[src/rtl/spi_cmd_pkg.sv]
package spi_cmd_pkg;

    typedef enum logic [2:0] {
        ST_IDLE,
        ST_CLK_LOW,
        ST_CLK_HIGH,
        ST_TRAIL,
        ST_REJECT
    } shift_state_t;

    typedef enum logic [1:0] {
        KIND_GENERIC,
        KIND_RDSTAT,
        KIND_WRSTAT
    } xfer_kind_t;

    localparam logic [7:0] CODE_GENERIC = 8'h04;
    localparam logic [7:0] CODE_RDSTAT  = 8'h02;
    localparam logic [7:0] CODE_WRSTAT  = 8'h20;

endpackage

[src/rtl/spi_cmd_regs.sv]
module spi_cmd_regs
    import spi_cmd_pkg::*;
#(
    parameter int NUM_TX = 6,
    parameter int ADDR_W = 5
) (
    input  logic                  clk,
    input  logic                  rst_n,
    input  logic                  reg_we,
    input  logic [ADDR_W-1:0]     reg_addr,
    input  logic [7:0]            reg_wdata,
    output logic [7:0]            reg_rdata,
    input  logic                  done,
    input  logic [NUM_TX*8-1:0]   rx_bits,
    output logic                  start,
    output logic                  start_ok,
    output logic [7:0]            start_len,
    output xfer_kind_t            start_kind,
    output logic [NUM_TX*8-1:0]   tx_flat,
    output logic                  busy
);

    localparam int MAX_BITS  = (NUM_TX + 1) * 8;
    localparam int STAT_LEN  = 16;
    localparam int ADDR_CMD  = 0;
    localparam int ADDR_CNT  = 1;
    localparam int ADDR_STAT = 2;
    localparam int TX_BASE   = 8;
    localparam int CAP_BASE  = 16;

    logic [7:0] tx_q  [NUM_TX];
    logic [7:0] cap_q [NUM_TX];
    logic [7:0] count_q;
    logic [7:0] stat_q;
    logic [7:0] act_code_q;
    logic       act_busy_q;
    logic       act_ok_q;
    xfer_kind_t act_kind_q;
    logic       code_valid;
    logic       cmd_write;

    always_comb begin
        code_valid = 1'b1;
        start_kind = KIND_GENERIC;
        case (reg_wdata)
            CODE_GENERIC: start_kind = KIND_GENERIC;
            CODE_RDSTAT:  start_kind = KIND_RDSTAT;
            CODE_WRSTAT:  start_kind = KIND_WRSTAT;
            default:      code_valid = 1'b0;
        endcase
    end

    assign cmd_write = reg_we && (reg_addr == ADDR_W'(ADDR_CMD));
    assign start     = cmd_write && !act_busy_q && code_valid;
    assign start_len = (start_kind == KIND_GENERIC) ? count_q : 8'(STAT_LEN);
    assign start_ok  = (start_kind != KIND_GENERIC) ||
                       ((count_q != 8'd0) && (count_q <= 8'(MAX_BITS)));
    assign busy      = act_busy_q;

    always_ff @(posedge clk or negedge rst_n) begin
        if (!rst_n) begin
            act_busy_q <= 1'b0;
            act_ok_q   <= 1'b0;
            act_code_q <= 8'h00;
            act_kind_q <= KIND_GENERIC;
        end else if (start) begin
            act_busy_q <= 1'b1;
            act_ok_q   <= start_ok;
            act_code_q <= reg_wdata;
            act_kind_q <= start_kind;
        end else if (done) begin
            act_busy_q <= 1'b0;
            act_code_q <= 8'h00;
        end
    end

    always_ff @(posedge clk or negedge rst_n) begin
        if (!rst_n) begin
            count_q <= 8'h00;
            stat_q  <= 8'h00;
            for (int i = 0; i < NUM_TX; i++) begin
                tx_q[i]  <= 8'h00;
                cap_q[i] <= 8'h00;
            end
        end else begin
            if (reg_we && reg_addr == ADDR_W'(ADDR_CNT)) begin
                count_q <= reg_wdata;
            end
            for (int i = 0; i < NUM_TX; i++) begin
                if (reg_we && reg_addr == ADDR_W'(TX_BASE + i)) begin
                    tx_q[i] <= reg_wdata;
                end
            end
            if (done && act_busy_q) begin
                if (act_kind_q == KIND_GENERIC && act_ok_q) begin
                    for (int i = 0; i < NUM_TX; i++) begin
                        cap_q[i] <= rx_bits[8*i +: 8];
                    end
                end
                if (act_kind_q == KIND_RDSTAT) begin
                    stat_q <= rx_bits[7:0];
                end
            end
        end
    end

    always_comb begin
        for (int i = 0; i < NUM_TX; i++) begin
            tx_flat[8*i +: 8] = tx_q[i];
        end
    end

    always_comb begin
        reg_rdata = 8'h00;
        if (reg_addr == ADDR_W'(ADDR_CMD)) begin
            reg_rdata = act_busy_q ? act_code_q : 8'h00;
        end
        if (reg_addr == ADDR_W'(ADDR_CNT)) begin
            reg_rdata = count_q;
        end
        if (reg_addr == ADDR_W'(ADDR_STAT)) begin
            reg_rdata = stat_q;
        end
        for (int i = 0; i < NUM_TX; i++) begin
            if (reg_addr == ADDR_W'(TX_BASE + i)) begin
                reg_rdata = tx_q[i];
            end
            if (reg_addr == ADDR_W'(CAP_BASE + i)) begin
                reg_rdata = cap_q[i];
            end
        end
    end

endmodule

[src/rtl/spi_cmd_fsm.sv]
module spi_cmd_fsm
    import spi_cmd_pkg::*;
#(
    parameter int SCLK_HALF = 2
) (
    input  logic       clk,
    input  logic       rst_n,
    input  logic       start,
    input  logic       start_ok,
    input  logic [7:0] start_len,
    output logic       load,
    output logic       sample,
    output logic       shift,
    output logic       done,
    output logic       sclk,
    output logic       cs_n
);

    localparam int HC_W = $clog2(2 * SCLK_HALF) + 1;

    shift_state_t state_q, state_d;
    logic [HC_W-1:0] hc_q;
    logic [7:0]      bits_left_q;
    logic            phase_end;
    logic            trail_end;

    assign phase_end = (hc_q == HC_W'(SCLK_HALF - 1));
    assign trail_end = (hc_q == HC_W'(2 * SCLK_HALF - 1));

    always_ff @(posedge clk or negedge rst_n) begin
        if (!rst_n) begin
            state_q <= ST_IDLE;
        end else begin
            state_q <= state_d;
        end
    end

    always_comb begin
        state_d = state_q;
        unique case (state_q)
            ST_IDLE: begin
                if (start) begin
                    state_d = start_ok ? ST_CLK_LOW : ST_REJECT;
                end
            end
            ST_CLK_LOW: begin
                if (phase_end) begin
                    state_d = ST_CLK_HIGH;
                end
            end
            ST_CLK_HIGH: begin
                if (phase_end) begin
                    state_d = (bits_left_q == 8'd0) ? ST_TRAIL : ST_CLK_LOW;
                end
            end
            ST_TRAIL: begin
                if (trail_end) begin
                    state_d = ST_IDLE;
                end
            end
            ST_REJECT: state_d = ST_IDLE;
            default:   state_d = ST_IDLE;
        endcase
    end

    assign load   = (state_q == ST_IDLE) && start && start_ok;
    assign sample = (state_q == ST_CLK_LOW) && phase_end;
    assign shift  = (state_q == ST_CLK_HIGH) && phase_end && (bits_left_q != 8'd0);
    assign done   = ((state_q == ST_TRAIL) && trail_end) || (state_q == ST_REJECT);

    always_ff @(posedge clk or negedge rst_n) begin
        if (!rst_n) begin
            hc_q        <= '0;
            bits_left_q <= 8'd0;
            sclk        <= 1'b0;
            cs_n        <= 1'b1;
        end else begin
            hc_q <= (state_d != state_q || state_d == ST_IDLE) ? '0 : hc_q + 1'b1;
            if (load) begin
                bits_left_q <= start_len;
            end else if (sample) begin
                bits_left_q <= bits_left_q - 8'd1;
            end
            sclk <= (state_d == ST_CLK_HIGH);
            cs_n <= !(state_d == ST_CLK_LOW || state_d == ST_CLK_HIGH ||
                      state_d == ST_TRAIL);
        end
    end

endmodule

[src/rtl/spi_cmd_shreg.sv]
module spi_cmd_shreg
    import spi_cmd_pkg::*;
#(
    parameter int         NUM_TX    = 6,
    parameter logic [7:0] RDSTAT_OP = 8'h05,
    parameter logic [7:0] WRSTAT_OP = 8'h01
) (
    input  logic                 clk,
    input  logic                 rst_n,
    input  logic                 load,
    input  xfer_kind_t           kind,
    input  logic [NUM_TX*8-1:0]  tx_flat,
    input  logic                 shift,
    input  logic                 sample,
    input  logic                 miso,
    output logic                 mosi,
    output logic [NUM_TX*8-1:0]  rx_bits
);

    localparam int RX_W  = NUM_TX * 8;
    localparam int IMG_W = RX_W + 8;

    logic [IMG_W-1:0] img_generic;
    logic [IMG_W-1:0] img_sel;
    logic [IMG_W-1:0] tx_sr;

    for (genvar j = 0; j < NUM_TX; j++) begin : g_img
        assign img_generic[IMG_W-1-8*j -: 8] = tx_flat[8*(NUM_TX-1-j) +: 8];
    end
    assign img_generic[7:0] = 8'h00;

    always_comb begin
        case (kind)
            KIND_RDSTAT: img_sel = {RDSTAT_OP, {(IMG_W-8){1'b0}}};
            KIND_WRSTAT: img_sel = {WRSTAT_OP, tx_flat[RX_W-1 -: 8], {(IMG_W-16){1'b0}}};
            default:     img_sel = img_generic;
        endcase
    end

    always_ff @(posedge clk or negedge rst_n) begin
        if (!rst_n) begin
            tx_sr   <= '0;
            rx_bits <= '0;
        end else if (load) begin
            tx_sr   <= img_sel;
            rx_bits <= '0;
        end else begin
            if (shift) begin
                tx_sr <= {tx_sr[IMG_W-2:0], 1'b0};
            end
            if (sample) begin
                rx_bits <= {rx_bits[RX_W-2:0], miso};
            end
        end
    end

    assign mosi = tx_sr[IMG_W-1];

endmodule

[src/rtl/spi_cmd_shifter.sv]
module spi_cmd_shifter
    import spi_cmd_pkg::*;
#(
    parameter int         NUM_TX    = 6,
    parameter int         ADDR_W    = 5,
    parameter int         SCLK_HALF = 2,
    parameter logic [7:0] RDSTAT_OP = 8'h05,
    parameter logic [7:0] WRSTAT_OP = 8'h01
) (
    input  logic              clk,
    input  logic              rst_n,
    input  logic              reg_we,
    input  logic [ADDR_W-1:0] reg_addr,
    input  logic [7:0]        reg_wdata,
    output logic [7:0]        reg_rdata,
    output logic              spi_sclk,
    output logic              spi_cs_n,
    output logic              spi_mosi,
    input  logic              spi_miso
);

    logic                start, start_ok, load, sample, shift, done, cmd_busy;
    logic [7:0]          start_len;
    xfer_kind_t          start_kind;
    logic [NUM_TX*8-1:0] tx_flat, rx_bits;

    spi_cmd_regs #(.NUM_TX(NUM_TX), .ADDR_W(ADDR_W)) u_regs (
        .clk(clk), .rst_n(rst_n),
        .reg_we(reg_we), .reg_addr(reg_addr), .reg_wdata(reg_wdata),
        .reg_rdata(reg_rdata), .done(done), .rx_bits(rx_bits),
        .start(start), .start_ok(start_ok), .start_len(start_len),
        .start_kind(start_kind), .tx_flat(tx_flat), .busy(cmd_busy)
    );

    spi_cmd_fsm #(.SCLK_HALF(SCLK_HALF)) u_fsm (
        .clk(clk), .rst_n(rst_n),
        .start(start), .start_ok(start_ok), .start_len(start_len),
        .load(load), .sample(sample), .shift(shift), .done(done),
        .sclk(spi_sclk), .cs_n(spi_cs_n)
    );

    spi_cmd_shreg #(.NUM_TX(NUM_TX), .RDSTAT_OP(RDSTAT_OP), .WRSTAT_OP(WRSTAT_OP)) u_shreg (
        .clk(clk), .rst_n(rst_n),
        .load(load), .kind(start_kind), .tx_flat(tx_flat),
        .shift(shift), .sample(sample), .miso(spi_miso),
        .mosi(spi_mosi), .rx_bits(rx_bits)
    );

endmodule

[config.mk]
export PLATFORM = sky130hd
export DESIGN_NAME = spi_cmd_shifter
export DESIGN_NICKNAME = d
export VERILOG_FILES = /design/src/rtl/spi_cmd_pkg.sv /design/src/rtl/spi_cmd_regs.sv /design/src/rtl/spi_cmd_fsm.sv /design/src/rtl/spi_cmd_shreg.sv /design/src/rtl/spi_cmd_shifter.sv
export SDC_FILE = /design/constraint.sdc
export NUM_CORES = 1
export LEC_CHECK = 0
export ABC_AREA = 1
export BUFFER_PORTS_ARGS = -buffer_cell sky130_fd_sc_hd__buf_2
export CAP_MARGIN = 20
export CORE_ASPECT_RATIO = 1.1
export CORE_MARGIN = 1.5
export CORE_UTILIZATION = 45
export CTS_CLUSTER_DIAMETER = 100
export DETAILED_ROUTE_END_ITERATION = 8
export PLACE_DENSITY = 0.62
export REMOVE_ABC_BUFFERS = 1
export SYNTH_ARGS = -nofsm -noshare
export SYNTH_HDL_FRONTEND = slang
export SYNTH_SLANG_ARGS = --single-unit
[constraint.sdc]
create_clock -name clk -period 5.5 [get_ports clk]
set_input_delay 0.825 -clock clk [delete_from_list [all_inputs] [get_ports clk]]
set_output_delay 0.825 -clock clk [all_outputs]
set_load 0.02 [all_outputs]
==> metrics.txt <==
clock tree root driver cell=sky130_fd_sc_hd__clkbuf_16; Pleak=just over 6 nW; starting utilization of the core area=0.4593; remaining number of nets flagged by the antenna check after routing=0; endpoint type of the worst setup path=output pin; final routed wire length divided by cell count=between 15 and 20 microns; number of optimization iterations in the first detailed-route pass=5; number of distinct standard cells referenced by the synthesized netlist=39; slack of the worst reg-to-reg path=roughly 3.0 ns; minimum setup slack after placement=1.688 ns; Critical Path Source Type=input pin; sequential power share=0.484; total setup violations reported at the end of the flow=0; TritonCTS Buffers=27; Post-CTS Setup Bufs=0; fraction of synthesized cell area taken by the top area cell type=0.5386; sinks on the clock net=about 240; fraction of the yosys area taken by sequential cells=0.5410; PD cells=approximately 320 mW/mm^2; die boundary height=166.4 microns; share of power burned in combinational logic=0.056; number of antenna violations at the first check in global routing=2; maximum number of pins on one net before global-route repair=~140; final-layout setup total negative slack=0 ns; peak supply drop=roughly 0.25 mV; adder-cell area share of the yosys netlist=0.01031; I/O pin total=28; Die Area=0.02521 sq mm; Syn Std Cell Area=0.01092 sq mm; hpwl dp=18.40 mm; first-pass GRT wire length=around 44 mm; Max Clk Rate=~270 MHz; Std-Cell Core Area=~0.024 sq mm; status=finished, final reports clean; worst reg2reg path startpoint=u_fsm.bits_left_q[2]$_DFFE_PN0P_; Switching Share=0.2455; worst-case hold slack=roughly 0.30 ns; total track usage=0.2181; Cell Count, Final, Fillers Out=1681; top cell type by total area after synthesis=sky130_fd_sc_hd__dfrtp_1; clock transition time at the flip-flop clock pins of the worst setup and hold paths=0.06 ns; commonest cells in the synthesized netlist=352 x sky130_fd_sc_hd__nand2_1, 235 x sky130_fd_sc_hd__dfrtp_1, 185 x sky130_fd_sc_hd__inv_1; endpoints failing hold=0; Congestion Overflow GR=0; WP data required=between 4 and 5 ns; synthesized netlist cell count=approximately 1300; fraction of final layout cells with drive strength greater than 1=0.08436; NetSw=around 0.97 mW; Top FF cell, synth=sky130_fd_sc_hd__dfrtp_1; count of H-tree levels built during CTS=1; Hold-fix buffers, CTS=0; Clock Tree Buf Depth=3; Post-Layout Inst Area=between 0.01 and 0.015 sq mm; internal power consumption=2.973 mW; Setup CP Type=input pin to output pin; post-placement cell area=0.01128 sq mm; Area Growth Syn to Fin=11.88%; post-layout net count=1380; Slew HR=0.3694; Tightest Hold Check Type=input pin to asynchronous set/reset pin; fraction of the cycle the final worst path needs=0.6692; fraction of synthesized cell area in xor and xnor cells=0.002407; CP Max Fanout=14; number of enable flip-flop cells after synthesis=0; share of synthesized cell area in and, or, nand and nor gates=0.2474; max-slew violation total from the final report=0; clock network power share=0.460; Reg-to-Reg End=u_shreg.tx_sr[9]$_DFFE_PN0P_; post-cts repair resize count=0; routability congestion estimate from global placement=about 0.9; RSZ-0062 raised after global routing=false; mux share of post-synthesis cell area=0.002063; Initial DRC Count=about 660; max-cap viol count=0; combinational family with the most area after synthesis=simple AND/OR/NAND/NOR gates; Tightest Pin Transition=0.9460 ns; WL final=roughly 26 mm; Max Clock Skew=approximately 0.025 ns; number of fillers in the final layout=roughly 2300; post-route minimum period=~3.7 ns; Async S/R FF share, synth=1.000; library cell with the highest instance count after synthesis=sky130_fd_sc_hd__nand2_1; instance count after placement with tap cells included=between 1500 and 2000; Port Buffer Count=27; mean instance size in the synthesized netlist=between 8 and 9 sq um; CP Data Arrival Time=approximately 2.9 ns; Post-route DRC=0; CTS tree=built; Warnings, synthesis=0; synth top area cells=sky130_fd_sc_hd__dfrtp_1 54%, sky130_fd_sc_hd__nand2_1 12%, sky130_fd_sc_hd__inv_1 6.4%; vias in the first global route=just over 8000; latest clock arrival within the worst-skew pair=around 0.55 ns; die extent in x=roughly 150 microns; Worst Reg2Reg Path Length in Cells=9; # rows=59; vias per cell=5.121; Synth Area in Compound Gates=0.1093; via count=8609; flops & latches, synth=about 240; setup slack of the critical path after layout=roughly 1.8 ns
[worst max-delay path by stage]
stage | startpoint | endpoint | slack (ns) | depth (start not counted)
4_1_cts | reg_addr[3] | reg_rdata[1] | 1.85 | 13
3_3_place_gp | reg_wdata[0] | u_shreg.tx_sr[9]$_DFFE_PN0P_ | 1.79 | 10
3_5_place_dp | reg_wdata[0] | u_shreg.tx_sr[31]$_DFFE_PN0P_ | 1.69 | 10
5_1_grt | reg_addr[3] | reg_rdata[1] | 1.66 | 13
2_1_floorplan | reg_addr[3] | reg_rdata[1] | 2.38 | 11
6_report | reg_addr[3] | reg_rdata[1] | 1.82 | 13
[logic make-up (layout without fill, tap and decap cells)]
family                     after synthesis  in the layout
other                                    0              1
DFF                                    236            236
muxes                                    2              2
adders and majority gates                9              9
and+or+nand+nor                        625            625
buffers and inverters                  246            278
AOI/OAI and AO/OA                      222            222
xor gates and xnor gates                 3              3
[area by class of cell]
class / instances / area, sq um / area share
antenna: 1 / 2.502 / 0.0002049
timing repair buffer: 35 / 237.7 / 0.01946
sequential: 236 / 5907 / 0.4836
clock inverter: 14 / 161.4 / 0.01321
tap: 305 / 381.6 / 0.03124
inverter: 193 / 724.4 / 0.05931
clock buffer: 36 / 739.5 / 0.06053
multi-input combinational: 861 / 4061 / 0.3325
[registers in the layout, indices dropped and copies added (netlist names)]
name               count
u_regs.tx_flat        48
u_regs.cap_q          48
u_regs.stat_q          8
u_shreg.tx_sr         48
u_regs.act_kind_q      2
u_regs.count_q         8
u_fsm.sclk             1
u_regs.act_code_q      8
u_regs.busy            1
u_fsm.bits_left_q      8
u_fsm.state_q          3
u_fsm.cs_n             1
u_regs.act_ok_q        1
u_fsm.hc_q             3
u_shreg.rx_bits       48
[placed cells by master, fill, tap and decap left out, drive strengths merged, types with 3 or more instances in the layout]
master and n:
o211ai 3, or2 6, xor2 3, ha 9
clkbuf 36, dfrtp 235, nand4 38, nor3 13
nor2 107, o22ai 19, clkinv 9, buf 35
o21ai 134, nor4 3, a21oi 65, nand3 100
inv 193, nand2 354, bufinv 3
[layer usage]
metal,GRT usage,share of wire
met2,0.3429,0.46
met4,0.06229,0.026
met3,0.02912,0.041
met5,0,0.00042
met1,0.3154,0.48
[metrics by stage]
stage          power (mW)    util
6_report            3.940  0.5139
5_1_grt             4.081  0.5138
4_1_cts             3.968  0.5126
3_5_place_dp        2.156  0.4747
3_3_place_gp        2.154  0.4747
2_1_floorplan       2.026       -
[power by group through the flow]
| stage | registers [mW] | logic, mW | clock network [mW] |
|---|---|---|---|
| 3_3_place_gp | 1.94 | 0.218 | 0 |
| 4_1_cts | 1.90 | 0.223 | 1.84 |
| 3_5_place_dp | 1.94 | 0.221 | 0 |
| 6_report | 1.91 | 0.220 | 1.81 |
| 5_1_grt | 1.92 | 0.254 | 1.91 |
| 2_1_floorplan | 1.90 | 0.130 | 0 |
[worst max-delay path, cell delays in order]
cell and delay [ns]:
sky130_fd_sc_hd__buf_2 0.13, sky130_fd_sc_hd__nor2_4 0.30, sky130_fd_sc_hd__nand2_1 0.20, sky130_fd_sc_hd__nor2_1 0.40, sky130_fd_sc_hd__inv_1 0.11, sky130_fd_sc_hd__or2_2 0.28
sky130_fd_sc_hd__nand2_1 0.09, sky130_fd_sc_hd__nand4_1 0.08, sky130_fd_sc_hd__nand2_1 0.09, sky130_fd_sc_hd__nand3_1 0.07, sky130_fd_sc_hd__nand2_1 0.08, sky130_fd_sc_hd__nand2_1 0.05
sky130_fd_sc_hd__buf_2 0.15
Power figures use the tool's default switching activity.
